`src/rtl/dma_arb_pkg.sv`:
```
package dma_arb_pkg;
  localparam int unsigned DEF_NCH  = 4;
  localparam int unsigned DEF_CW   = 3;

  // index width with a floor of one bit
  function automatic int unsigned idx_width(input int unsigned n);
    int unsigned w;
    w = 1;
    while ((1 << w) < n) w++;
    return w;
  endfunction
endpackage

```
`src/rtl/arb_swap_detect.sv`:
```
module arb_swap_detect #(
  parameter int unsigned NCH = 4,
  parameter int unsigned CW  = 3
) (
  input  logic [NCH*CW-1:0] codes_i,
  output logic [NCH-1:0]    code_zero_o,
  output logic [NCH-1:0]    swap_up_o
);
  // swap_up_o[k]: channel k overtakes channel k-1
  for (genvar k = 0; k < NCH; k++) begin : g_ch
    assign code_zero_o[k] = (codes_i[k*CW +: CW] == '0);
    if (k == 0) begin : g_first
      assign swap_up_o[k] = 1'b0;
    end else begin : g_rest
      assign swap_up_o[k] = code_zero_o[k] & ~code_zero_o[k-1];
    end
  end
endmodule

```
`src/rtl/arb_order_map.sv`:
```
module arb_order_map #(
  parameter int unsigned NCH = 4,
  parameter int unsigned IW  = 2
) (
  input  logic [NCH-1:0]    swap_up_i,
  output logic [NCH*IW-1:0] order_o
);
  // order_o[p]: channel sitting at rank p (rank 0 strongest)
  for (genvar p = 0; p < NCH; p++) begin : g_pos
    logic from_above;
    logic from_below;
    if (p + 1 < NCH) begin : g_hi
      assign from_above = swap_up_i[p+1];
    end else begin : g_nohi
      assign from_above = 1'b0;
    end
    if (p > 0) begin : g_lo
      assign from_below = swap_up_i[p];
    end else begin : g_nolo
      assign from_below = 1'b0;
    end
    assign order_o[p*IW +: IW] = from_above ? IW'(p + 1) :
                                 from_below ? IW'(p - 1) : IW'(p);
  end
endmodule

```
`src/rtl/arb_rank_pick.sv`:
```
module arb_rank_pick #(
  parameter int unsigned NCH = 4,
  parameter int unsigned IW  = 2
) (
  input  logic [NCH*IW-1:0] order_i,
  input  logic [NCH-1:0]    req_i,
  output logic [NCH-1:0]    win_o,
  output logic              any_o
);
  always_comb begin
    logic found;
    found = 1'b0;
    win_o = '0;
    for (int p = 0; p < NCH; p++) begin
      if (!found && req_i[order_i[p*IW +: IW]]) begin
        win_o[order_i[p*IW +: IW]] = 1'b1;
        found = 1'b1;
      end
    end
    any_o = found;
  end
endmodule

```
`src/rtl/dma_chan_arbiter.sv`:
```
module dma_chan_arbiter
  import dma_arb_pkg::*;
#(
  parameter int unsigned NCH = DEF_NCH,
  parameter int unsigned CW  = DEF_CW
) (
  input  logic              clk,
  input  logic              rst_n,
  input  logic [NCH-1:0]    req_i,
  input  logic [NCH*CW-1:0] bw_code_i,
  input  logic [NCH-1:0]    rearb_i,
  output logic [NCH-1:0]    gnt_o,
  output logic              gnt_valid_o
);
  localparam int unsigned IW = idx_width(NCH);

  logic [NCH-1:0]    code_zero_w;
  logic [NCH-1:0]    swap_up_w;
  logic [NCH*IW-1:0] order_w;
  logic [NCH-1:0]    cand_w;
  logic [NCH-1:0]    win_w;
  logic              win_any_w;
  logic              hold_w;
  logic              perm_ok_w;
  logic [NCH-1:0]    gnt_q;
  logic              vld_q;

  arb_swap_detect #(.NCH(NCH), .CW(CW)) swap_i (
    .codes_i     (bw_code_i),
    .code_zero_o (code_zero_w),
    .swap_up_o   (swap_up_w)
  );

  arb_order_map #(.NCH(NCH), .IW(IW)) order_i (
    .swap_up_i (swap_up_w),
    .order_o   (order_w)
  );

  // owner asking to re-arbitrate sits out this decision
  assign cand_w = req_i & ~(gnt_q & rearb_i);

  arb_rank_pick #(.NCH(NCH), .IW(IW)) pick_i (
    .order_i (order_w),
    .req_i   (cand_w),
    .win_o   (win_w),
    .any_o   (win_any_w)
  );

  assign hold_w = vld_q && ((gnt_q & req_i & ~rearb_i) != '0);

  always_ff @(posedge clk) begin
    if (!rst_n) begin
      gnt_q <= '0;
      vld_q <= 1'b0;
    end else if (!hold_w) begin
      gnt_q <= win_w;
      vld_q <= win_any_w;
    end
  end

  assign gnt_o       = gnt_q;
  assign gnt_valid_o = vld_q;

  // every channel must appear at exactly one rank
  function automatic logic is_perm(input logic [NCH*IW-1:0] ord);
    logic ok;
    ok = 1'b1;
    for (int c = 0; c < NCH; c++) begin
      int unsigned hits;
      hits = 0;
      for (int p = 0; p < NCH; p++)
        if (int'(ord[p*IW +: IW]) == c) hits++;
      if (hits != 1) ok = 1'b0;
    end
    return ok;
  endfunction

  assign perm_ok_w = is_perm(order_w);

  p_order_perm_r2: assert property (@(posedge clk) disable iff (!rst_n)
    perm_ok_w);

  p_swap_disjoint_r7: assert property (@(posedge clk) disable iff (!rst_n)
    (swap_up_w & (swap_up_w >> 1)) == '0);

  p_gnt_onehot_r13: assert property (@(posedge clk) disable iff (!rst_n)
    $onehot0(gnt_o));

  p_valid_match_r13: assert property (@(posedge clk) disable iff (!rst_n)
    gnt_valid_o == (gnt_o != '0));

  p_hold_r8: assert property (@(posedge clk) disable iff (!rst_n)
    (gnt_valid_o && ((gnt_o & req_i & ~rearb_i) != '0)) |=> $stable(gnt_o));

  p_idle_r12: assert property (@(posedge clk) disable iff (!rst_n)
    (req_i == '0) |=> !gnt_valid_o);

  p_grant_req_r9: assert property (@(posedge clk) disable iff (!rst_n)
    gnt_valid_o |-> ((gnt_o & $past(req_i)) != '0));

  p_rearb_excl_r10: assert property (@(posedge clk) disable iff (!rst_n)
    (gnt_valid_o && ((gnt_o & rearb_i) != '0)) |=> ((gnt_o & $past(gnt_o)) == '0));
endmodule

```
`config.mk`:
```
export PLATFORM = sky130hd
export DESIGN_NAME = dma_chan_arbiter
export DESIGN_NICKNAME = d
export VERILOG_FILES = /design/src/rtl/dma_arb_pkg.sv /design/src/rtl/arb_swap_detect.sv /design/src/rtl/arb_order_map.sv /design/src/rtl/arb_rank_pick.sv /design/src/rtl/dma_chan_arbiter.sv
export SDC_FILE = /design/constraint.sdc
export NUM_CORES = 1
export LEC_CHECK = 0
export ABC_AREA = 1
export ABC_CLOCK_PERIOD_IN_PS = 1200
export BUFFER_PORTS_ARGS = -buffer_cell sky130_fd_sc_hd__buf_2
export CAP_MARGIN = 40
export CORE_AREA = 2 2 39 41
export DETAILED_ROUTE_END_ITERATION = 8
export DIE_AREA = 0 0 41 43
export GPL_TIMING_DRIVEN = 0
export PLACE_DENSITY = 0.73
export SYNTH_ARGS = -nofsm -noshare
export SYNTH_HDL_FRONTEND = slang
export SYNTH_SLANG_ARGS = --single-unit
```
`constraint.sdc`:
```
create_clock -name clk -period 1.2 [get_ports clk]
set_input_delay 0.06 -clock clk [delete_from_list [all_inputs] [get_ports clk]]
set_output_delay 0.06 -clock clk [all_outputs]
set_load 0.02 [all_outputs]
```
==> metrics.md <==
| Metric | Value |
|---|---|
| Status | `finished, final reports clean` |
| Post-CTS setup buffer count | `0` |
| Register area share after synthesis | `between 10% and 20%` |
| DP HPWL | `~1100 µm` |
| Post-layout util | `a little over half` |
| Io pins | `27` |
| Clk slew on worst S/H paths | `~50 ps` |
| Routability cong. | `0.773` |
| Fill count | `between 100 and 150` |
| Clock Tree Root | `clkbuf_4` |
| Ant diodes | `0` |
| Wire per inst | `roughly 9.2 µm` |
| Nets@finish | `145` |
| Routed via count | `676` |
| Setup TNS | `0 ps` |
| Final ANT Viol Nets | `0` |
| CTS H-tree lvls | `1` |
| Die Width | `approximately 41 µm` |
| Element type at the critical path start | `flop` |
| Tcrit/Tclk final | `between 90% and 100%` |
| Final WL | `1270 µm` |
| Endpoints failing setup | `0` |
| Hold_buf cts | `0` |
| Std-Cell Rows | `14` |
| Power Density | `approximately 800 nW/µm²` |
| Crit Path Category | `flop to flop` |
| Die area | `1760 µm²` |
| Dpl ws | `-32.1 ps` |
| Final Hold Fails | `0` |
| DRT Pass-1 Iters | `5` |
| Placed cell count | `~130` |
| Mapped Cells | `92` |
| Drc violations | `0` |
| Pins over their slew limit | `0` |
| Fmax | `between 800 and 900 MHz` |
| Post-Syn Nets | `about 110` |
| Starting Density | `between 30% and 40%` |
| Worst Path Arrival | `roughly 1300 ps` |
| Non-filler cells, final | `138` |
| Worst hold path type | `input port to flop` |
| CTS tree | `done` |
| Global route total overflow | `0` |
| RSZ-0062 raised after global routing | `yes` |
| Via/cell ratio | `~4.9` |
| Die Y | `43 µm` |
| Layout area overhead | `36.2%` |
| Layout cells sized above 1 | `45.9%` |
| Setup Skew | `between 5 and 6 ps` |
| Vias in the first global route | `~600` |
| CTS Buffer Depth | `2` |
| Largest net degree at the start of global routing | `9` |
| Seq cells post-synth | `5` |
| Slew margin rel. | `between 80% and 90%` |
| Max cap viols | `0` |
| Clk_lat worst skew | `roughly 240 ps` |
| Synth Cell Area | `553 µm²` |
| Core Box Area | `between 1000 and 1500 µm²` |
| CP Max Fanout | `7` |
| VDD IR max | `~0.62 mV` |
| Least-Margin Pin Slew | `~180 ps` |
| Critical path endpoint category | `flop` |
| Synth cell types | `20` |
| # port buffers | `26` |
| Yosys warns | `0` |
| Final min period | `about 1200 ps` |
| Setup ws final | `a little over 20 ps` |
| P_leak | `about 0.44 nW` |
| Antenna violations before repair | `0` |
| CTS buffer count | `3` |
| Sink Count | `5` |
| CP Data Required Time | `between 1000 and 1500 ps` |
| Mean Syn Cell Area | `6.01 µm²` |
| DRT iter0 DRCs | `20` |
| First-pass GRT wire length | `2170 µm` |
| GRT Overall Usage | `17.4%` |
==> report_power, final <==
group / internal (W) / leakage, nW / switching, W
clock network: 0.000126 / 0.0150 / 0.0000696
registers: 0.000183 / 0.0424 / 0.0000120
logic: 0.0000884 / 0.382 / 0.000136
total: 0.000397 / 0.439 / 0.000217
==> flip-flops by register name, indices dropped and copies added (netlist names) <==
signal	cells
gnt_o	4
gnt_valid_o	1
==> routing by layer <==
metal	up-vias	track usage, %	wire length [µm]	share of wire [%]
li1	354	-	-	-
met1	280	21.6	529	42
met2	40	26.3	593	47
met3	2	3.66	127	10
met4	0	10.0	19	1.5
met5	-	0	0	0
==> cells by family (layout without fill, tap and decap cells) <==
group | Yosys count | in the layout | synth area share (%)
flops | 5 | 5 | 18.1
compound gates | 8 | 8 | 8.15
buf+inv | 23 | 53 | 16.7
simple gates | 56 | 56 | 57.0
==> layout by cell type, fill, tap and decap left out, drive strengths merged, types with 2 or more instances in the layout <==
cell,n
a21oi,2
buf,26
clkbuf,4
dfxtp,5
inv,22
nand2,26
nand3,10
nand3b,4
nand4,7
nor2,8
o21ai,4
==> synth_stat cells <==
cell	n	area [µm²]
nand2_4	2	22.5
nand3_2	2	20.0
a21oi_1	2	10.0
inv_4	2	12.5
nand3_1	7	35.0
a31oi_1	1	6.26
and3_1	1	6.26
nor2_1	6	22.5
dfxtp_1	5	100
inv_1	19	71.3
nand2_1	18	67.6
nand2_2	6	37.5
a41oi_1	1	8.76
nand3_4	1	17.5
nand4_1	7	43.8
inv_2	1	3.75
o21ai_0	4	20.0
nand3b_1	4	30.0
clkinv_2	1	5.00
nor2_2	2	12.5
==> final cells by class <==
type / count / area [µm²] / area share (%)
sequential: 5 / 104 / 13.8
inverter: 23 / 92.6 / 12.3
clock buffer: 4 / 26.3 / 3.49
tap: 16 / 20.0 / 2.66
timing repair buffer: 26 / 130 / 17.3
multi-input combinational: 64 / 380 / 50.5
==> through the flow <==
step | hold WS, ps | instance area, µm² | power [W]
after floorplan | 173 | 556 | 0.000337
after global placement | 329 | 706 | 0.000404
after detailed placement | 326 | 706 | 0.000410
after CTS | 66.1 | 739 | 0.000618
after global routing | 88.7 | 753 | 0.000659
final | 74.1 | 753 | 0.000614
==> worst paths after layout <==
| check | slack (ps) | depth (start not counted) | startpoint | endpoint |
|---|---|---|---|---|
| worst max register to register | 20 | 12 | gnt_o[1]$_SDFFE_PN0N_ | gnt_o[2]$_SDFFE_PN0N_ |
| worst max-delay path | 20 | 12 | gnt_o[1]$_SDFFE_PN0N_ | gnt_o[2]$_SDFFE_PN0N_ |
| worst min-delay path | 70 | 3 | rst_n | gnt_valid_o$_SDFFE_PN0N_ |
| worst min register to register | 570 | 2 | gnt_o[0]$_SDFFE_PN0N_ | gnt_o[0]$_SDFFE_PN0N_ |
==> critical path, cell delays in order, from the launching register on <==
cell,delay [ps]
dfxtp_2,330
nand2_2,70
nand2_4,60
inv_2,60
nand3_2,80
nand2_2,110
inv_4,50
nand3_2,50
nand2_1,40
inv_1,50
nand3_1,70
nand2_1,60
inv_1,30
==> timing repair <==
item                       in CTS  in global routing
setup endpoints to repair       2                  4
pin swaps                       1                  1
resized for setup               4                  5
Power figures use the tool's default switching activity.
